==> src/rtl/pad_th_pkg.sv <==
package pad_th_pkg;
   localparam int BTN_N   = 12;
   localparam int B_UP    = 0;
   localparam int B_DOWN  = 1;
   localparam int B_LEFT  = 2;
   localparam int B_RIGHT = 3;
   localparam int B_B     = 4;
   localparam int B_C     = 5;
   localparam int B_A     = 6;
   localparam int B_START = 7;
   localparam int B_Z     = 8;
   localparam int B_Y     = 9;
   localparam int B_X     = 10;
   localparam int B_MODE  = 11;

   typedef enum logic [2:0] {
      ENC_NORM_HI,
      ENC_NORM_LO,
      ENC_ID_LO,
      ENC_EXT_HI,
      ENC_EXT_LO
   } pad_enc_e;
endpackage

==> src/rtl/pad_port_regs.sv <==
module pad_port_regs #(
   parameter int BUS_W  = 8,
   parameter int TH_BIT = 6
) (
   input  logic             clk,
   input  logic             rst_n,
   input  logic             wr_en,
   input  logic             wr_sel,
   input  logic [BUS_W-1:0] wr_data,
   output logic [BUS_W-1:0] data_q,
   output logic [BUS_W-1:0] dir_q,
   output logic             th_rise
);
   always_ff @(posedge clk or negedge rst_n) begin
      if (!rst_n) begin
         data_q <= '0;
         dir_q  <= '0;
      end else if (wr_en) begin
         if (wr_sel) dir_q  <= wr_data;
         else        data_q <= wr_data;
      end
   end

   // a data write that lifts the select bit from low to high
   assign th_rise = wr_en && !wr_sel && !data_q[TH_BIT] && wr_data[TH_BIT];
endmodule

==> src/rtl/pad_phase_ctrl.sv <==
module pad_phase_ctrl #(
   parameter int PHASE_LAST     = 3,
   parameter int PHASE_SATURATE = 0,
   parameter int IDLE_W         = 8,
   localparam int PHASE_W       = $clog2(PHASE_LAST + 1)
) (
   input  logic               clk,
   input  logic               rst_n,
   input  logic               six_en,
   input  logic               th_rise,
   input  logic [IDLE_W-1:0]  idle_limit,
   output logic [PHASE_W-1:0] phase,
   output logic [IDLE_W-1:0]  idle_cnt
);
   localparam logic [PHASE_W-1:0] LAST_V = PHASE_W'(PHASE_LAST);

   logic [PHASE_W-1:0] phase_nxt;

   generate
      if (PHASE_SATURATE != 0) begin : g_sat
         assign phase_nxt = (phase == LAST_V) ? phase : phase + 1'b1;
      end else begin : g_wrap
         assign phase_nxt = (phase == LAST_V) ? '0 : phase + 1'b1;
      end
   endgenerate

   always_ff @(posedge clk or negedge rst_n) begin
      if (!rst_n) begin
         phase    <= '0;
         idle_cnt <= '0;
      end else if (!six_en) begin
         phase    <= '0;
         idle_cnt <= '0;
      end else if (th_rise) begin
         phase    <= phase_nxt;
         idle_cnt <= '0;
      end else if (phase == '0) begin
         idle_cnt <= '0;
      end else if (idle_cnt == idle_limit) begin
         phase    <= '0;
         idle_cnt <= '0;
      end else begin
         idle_cnt <= idle_cnt + 1'b1;
      end
   end
endmodule

==> src/rtl/pad_read_mux.sv <==
module pad_read_mux
   import pad_th_pkg::*;
#(
   parameter int BUS_W      = 8,
   parameter int TH_BIT     = 6,
   parameter int PHASE_LAST = 3,
   localparam int PHASE_W   = $clog2(PHASE_LAST + 1)
) (
   input  logic [BTN_N-1:0]   btn_pressed,
   input  logic [BUS_W-1:0]   data_q,
   input  logic [BUS_W-1:0]   dir_q,
   input  logic [PHASE_W-1:0] phase,
   input  logic               six_en,
   output logic [BUS_W-1:0]   rd_data
);
   localparam logic [PHASE_W-1:0] ID_PH  = PHASE_W'(PHASE_LAST - 1);
   localparam logic [PHASE_W-1:0] EXT_PH = PHASE_W'(PHASE_LAST);

   logic [BTN_N-1:0] n;
   logic             th;
   pad_enc_e         enc;
   logic [BUS_W-1:0] pat;
   logic [BUS_W-1:0] ored;

   assign n  = ~btn_pressed;
   assign th = data_q[TH_BIT];

   always_comb begin
      if (six_en && phase == EXT_PH) enc = th ? ENC_EXT_HI : ENC_EXT_LO;
      else if (six_en && phase == ID_PH && !th) enc = ENC_ID_LO;
      else enc = th ? ENC_NORM_HI : ENC_NORM_LO;
   end

   always_comb begin
      pat         = '0;
      pat[TH_BIT] = th;
      unique case (enc)
         ENC_NORM_HI: pat[5:0] = {n[B_C], n[B_B], n[B_RIGHT], n[B_LEFT], n[B_DOWN], n[B_UP]};
         ENC_NORM_LO: pat[5:0] = {n[B_START], n[B_A], 2'b00, n[B_DOWN], n[B_UP]};
         ENC_ID_LO:   pat[5:0] = {n[B_START], n[B_A], 4'b0000};
         ENC_EXT_HI:  pat[5:0] = {n[B_C], n[B_B], n[B_MODE], n[B_X], n[B_Y], n[B_Z]};
         ENC_EXT_LO:  pat[5:0] = {n[B_START], n[B_A], 4'b1111};
         default:     pat[5:0] = '0;
      endcase
   end

   assign ored    = pat | (data_q & dir_q);
   assign rd_data = {data_q[BUS_W-1] | ored[BUS_W-1], ored[BUS_W-2:0]};
endmodule

==> src/rtl/pad_th_mux.sv <==
module pad_th_mux
   import pad_th_pkg::*;
#(
   parameter int BUS_W          = 8,
   parameter int TH_BIT         = 6,
   parameter int IDLE_W         = 8,
   parameter int PHASE_LAST     = 3,
   parameter int PHASE_SATURATE = 0,
   localparam int PHASE_W       = $clog2(PHASE_LAST + 1)
) (
   input  logic              clk,
   input  logic              rst_n,
   input  logic              six_btn_en,
   input  logic [IDLE_W-1:0] idle_limit,
   input  logic [BTN_N-1:0]  btn_pressed,
   input  logic              wr_en,
   input  logic              wr_sel,
   input  logic [BUS_W-1:0]  wr_data,
   output logic [BUS_W-1:0]  rd_data
);
   generate
      if (BUS_W != 8)      begin : g_bad_bus   $error("pad_th_mux: BUS_W must be 8"); end
      if (TH_BIT != 6)     begin : g_bad_th    $error("pad_th_mux: TH_BIT must be 6"); end
      if (PHASE_LAST < 2)  begin : g_bad_phase $error("pad_th_mux: PHASE_LAST must be >= 2"); end
      if (IDLE_W < 1)      begin : g_bad_idle  $error("pad_th_mux: IDLE_W must be >= 1"); end
   endgenerate

   logic [BUS_W-1:0]   data_q;
   logic [BUS_W-1:0]   dir_q;
   logic               th_rise;
   logic [PHASE_W-1:0] phase;
   logic [IDLE_W-1:0]  idle_cnt;

   pad_port_regs #(.BUS_W(BUS_W), .TH_BIT(TH_BIT)) u_regs (
      .clk     (clk),
      .rst_n   (rst_n),
      .wr_en   (wr_en),
      .wr_sel  (wr_sel),
      .wr_data (wr_data),
      .data_q  (data_q),
      .dir_q   (dir_q),
      .th_rise (th_rise)
   );

   pad_phase_ctrl #(
      .PHASE_LAST(PHASE_LAST), .PHASE_SATURATE(PHASE_SATURATE), .IDLE_W(IDLE_W)
   ) u_phase (
      .clk        (clk),
      .rst_n      (rst_n),
      .six_en     (six_btn_en),
      .th_rise    (th_rise),
      .idle_limit (idle_limit),
      .phase      (phase),
      .idle_cnt   (idle_cnt)
   );

   pad_read_mux #(.BUS_W(BUS_W), .TH_BIT(TH_BIT), .PHASE_LAST(PHASE_LAST)) u_mux (
      .btn_pressed (btn_pressed),
      .data_q      (data_q),
      .dir_q       (dir_q),
      .phase       (phase),
      .six_en      (six_btn_en),
      .rd_data     (rd_data)
   );
endmodule

==> config.mk <==
export PLATFORM = sky130hd
export DESIGN_NAME = pad_th_mux
export DESIGN_NICKNAME = d
export VERILOG_FILES = /design/src/rtl/pad_th_pkg.sv /design/src/rtl/pad_port_regs.sv /design/src/rtl/pad_phase_ctrl.sv /design/src/rtl/pad_read_mux.sv /design/src/rtl/pad_th_mux.sv
export SDC_FILE = /design/constraint.sdc
export NUM_CORES = 1
export LEC_CHECK = 0
export BUFFER_PORTS_ARGS = -buffer_cell sky130_fd_sc_hd__buf_2
export CORE_AREA = 3 3 75 77
export DETAILED_ROUTE_END_ITERATION = 8
export DIE_AREA = 0 0 78 80
export HOLD_SLACK_MARGIN = 0.08
export PLACE_DENSITY = 0.52
export SLEW_MARGIN = 5
export SYNTH_ARGS = -nofsm -noshare
export SYNTH_HDL_FRONTEND = slang
export SYNTH_SLANG_ARGS = --single-unit
==> constraint.sdc <==
create_clock -name clk -period 1.5 [get_ports clk]
set_clock_uncertainty 0.1 [all_clocks]
set_input_delay 0.375 -clock clk [delete_from_list [all_inputs] [get_ports clk]]
set_output_delay 0.375 -clock clk [all_outputs]
set_load 0.1 [all_outputs]
==> run summary <==
The run finished, with violations left. The checks that failed: setup timing. The number of distinct library cells after synthesis is 26. The type of element capturing the critical path is an output port.

The tools report the area after detailed placement as 1830 um^2. The worst min-delay path class was input pin to flop. The slowest stage of the critical path belongs to the cell dfrtp_1. At the worst endpoint, the required time is 1.02 ns.

The total power density per cell area was 916 nW/um^2. The logs give -0.455 ns for the final worst slack and 1 for the total number of H-tree levels. The synthesized-area fraction occupied by and/or/nand/nor cells was 0.112.

TritonCTS built the clock tree. The critical path in this run is classified as flop to output port. The row count was 26. The worst setup path is launched from a flop. For the summed instance area of the synthesized netlist, the log shows 1240 um^2. By area, the combinational part of the netlist is dominated by multiplexers. In the routed design, unresolved DRC markers number 0. The die width was 78 um. Of all nets on the critical path, the largest fanout is 3. The ratio of cells with drive above 1 in the final layout was 0.663; the count of TritonRoute iterations in the first routing pass was 4.

The worst slew slack as a fraction of its limit came out at 0.632. The transition time at the pin with the least slew margin came out at 0.552 ns. In this run the remaining antenna-violating nets after routing total 0. Number of I/O port buffers: 40.

For the total number of yosys warnings, the log shows 0. The fraction of synthesized cell area in xor and xnor cells is 0.0986. Number of fillers in the final layout: 487.

Wires add up to 3.20 mm. At the end of routability-driven placement, the weighted congestion stood at 0.847. In the final routed layout, each cell accounts on average for 13.1 um. The first global-routing pass estimated 5.12 mm of wire. The number of violations of the max-capacitance limit is 0, and the die boundary height is 80 um.

Counting both buffers and inverters, the worst setup path holds a total of 2. After global routing the overflow that remains totals 0. The final non-filler cell area was 2090 um^2; the overall die area was 6240 um^2.

The antenna cell count is 0, and the area overhead of the layout relative to synthesis is 68.0%. The max-slew violation count was 0. In this run the clock root is driven by a clkbuf_8.

The synthesized netlist cell count came out at 112. The tools report the beginning of the critical path as u_phase.phase[0]. The run gives 0.103 as the overall global routing resource usage. Traced cell by cell, the critical path runs through inv_2 > ha_4 > a21oi_4 > nor2b_4 > o21ai_4 > buf_12.

After clock tree synthesis, the clock-pin slew on the worst setup and hold paths is 0.09 ns. For the sequential cell area fraction in the yosys report, the log shows 0.483. Initial core utilization: 0.245. The maximum number of buffers from clock root to sink came out at 2. At the later pin of the worst-skew pair, clock insertion delay measures 0.26 ns. For the worst flop-to-flop path, the logic depth is 4.

VDD sags by at most 0.348 mV. The number of top-level pins is 41. The share of the synthesized area in compound gates (AO/OA/AOI/OAI) came out at 0.116.

The delay of the slowest cell on the worst path is 0.43 ns, and the detailed-placement wirelength estimate is 2.45 mm. Setup repair after global routing could not meet its margin everywhere. Averaged over all synthesized cells, the footprint is 11.1 um^2. In this run the critical register-to-register path is captured at u_phase.phase[1]. The final layout contains 213 nets. The highest attainable clock frequency was 512 MHz.

TritonCTS created 3 clock buffers. Setup violations remaining at the end of the flow were counted as 7. The signal arrival time at the worst endpoint is 1.48 ns. Timing analysis after detailed placement gives a worst setup slack of -0.244 ns.

Setup slack on the worst reg-to-reg path comes out at -0.06 ns. The share of synthesized area spent on multiplexers came out at 0.118. The area inside the core boundary is 5070 um^2. The logs give 24 for the sink count of the clock tree and 25 for the pin count of the biggest net entering global routing.

The post-synthesis adder-cell area fraction is 0.0402, and the number of flip-flops and latches in the synthesized netlist is 24. In this run, the number of DRC markers left after iteration 0 of detailed routing was 23. Via count of the first global-routing pass: 1141. The static leakage came out at 0.892 nW.

The initial antenna violation count is 0. The routed layout has 1089 vias. Number of hold violations in the final report: 0.

After layout, the minimum clock period comes to 1.95 ns. The reg-to-reg critical path startpoint was u_phase.idle_cnt[3]. The family with the most delay on the worst path was flip-flops. The total nets after synthesis was 149. After detailed routing, the number of vias per cell comes to 4.44.

The number of stages on the worst setup path is 6. In this run the worst setup path terminates at rd_data[0]. The period utilization was 1.30. The worst hold path passes through 2 cells.
cell type report:
class | instances | area [um^2] | area share
clock buffer | 4 | 55.1 | 0.0263
inverter | 6 | 22.5 | 0.0108
multi-input combinational | 79 | 822 | 0.393
sequential | 24 | 603 | 0.289
tap | 70 | 87.6 | 0.0419
timing repair buffer | 62 | 499 | 0.239
Yosys cell counts:
cell / instances / area, um^2
clkbuf_1: 2 / 7.51
o21ai_0: 7 / 35.0
a2bb2oi_1: 2 / 17.5
nand3_2: 1 / 10.0
a21boi_1: 1 / 7.51
a21oi_1: 5 / 25.0
o2111ai_2: 1 / 15.0
nor2_1: 9 / 33.8
and3_1: 2 / 12.5
ha_1: 4 / 50.1
nand4_1: 4 / 25.0
o21a_1: 1 / 7.51
o311a_1: 1 / 10.0
o311ai_0: 1 / 8.76
a22o_1: 2 / 17.5
buf_6: 1 / 11.3
dfrtp_1: 24 / 601
xnor2_1: 9 / 78.8
nor2b_1: 1 / 6.26
nand3_1: 5 / 25.0
or3_1: 1 / 6.26
inv_1: 6 / 22.5
mux2_2: 13 / 146
nand2_1: 3 / 11.3
xor2_1: 5 / 43.8
nor2b_2: 1 / 8.76
flip-flops by register name, indices dropped and copies added (netlist names):
register / cells
u_phase.idle_cnt: 8
u_regs.data_q: 8
u_regs.dir_q: 6
u_phase.phase: 2
kinds of logic after synthesis:
family	after synthesis
compound gates	21
xor+xnor	14
fa+ha+maj	4
buf+inv	9
flops	24
mux	13
simple gates	27
power by group:
| group | leakage [nW] | switching, mW | total [mW] | internal [mW] |
|---|---|---|---|---|
| combinational | 0.562 | 0.414 | 0.727 | 0.314 |
| sequential | 0.301 | 0.0423 | 0.747 | 0.705 |
| clock | 0.0288 | 0.205 | 0.439 | 0.234 |
timing repair:
item | CTS | global route
endpoints found under the setup margin | 8 | 17
gates resized for setup | 20 | 17
hold buffers | 1 | 0
hold endpoints to repair | 24 | 0
pin swaps | 11 | 11
setup buffers | 5 | 5
stage by stage:
stage	utilization	setup TNS (ns)	std cells	power (mW)	hold WS, ns
6_report	0.412	-2.55	245	1.91	0.242
5_1_grt	0.412	-3.65	245	1.99	0.240
2_1_floorplan	-	-0.869	112	1.18	-0.0206
3_3_place_gp	0.360	-1.23	233	1.45	0.293
4_1_cts	0.394	-4.45	243	1.93	0.236
3_5_place_dp	0.360	-1.15	233	1.45	0.301
layout by cell type (no fill, tap or decap), types with 2 or more instances in the layout:
cell type   n
a21oi_2     4
a22o_4      2
a2bb2oi_2   2
and3_1      2
buf_12      8
buf_2      32
buf_4      18
buf_6       3
clkbuf_8    4
dfrtp_1    22
dfrtp_2     2
ha_4        3
inv_1       3
inv_2       3
mux2_2     13
nand2_1     2
nand3_1     5
nand4_1     4
nor2_2      4
nor2_4      4
o21ai_4     4
xnor2_1     8
xor2_1      4
worst min path at each step:
stage,from,endpoint,slack (ns)
after global routing,wr_data[7],u_regs.data_q[7],0.24
after detailed placement,rst_n,u_regs.data_q[0],0.30
final,wr_data[7],u_regs.data_q[7],0.24
after CTS,wr_data[7],u_regs.data_q[7],0.24
after floorplan,rst_n,u_phase.idle_cnt[0],-0.02
after global placement,rst_n,u_regs.dir_q[0],0.29
layer usage:
metal / vias up / track usage / routed length [um]
met3: 4 / 0.0158 / 164
li1: 516 / - / -
met5: - / 0 / 0
met4: 0 / 0.0315 / 26
met1: 529 / 0.129 / 1440
met2: 40 / 0.181 / 1570
(Power assumes the default switching activity.)
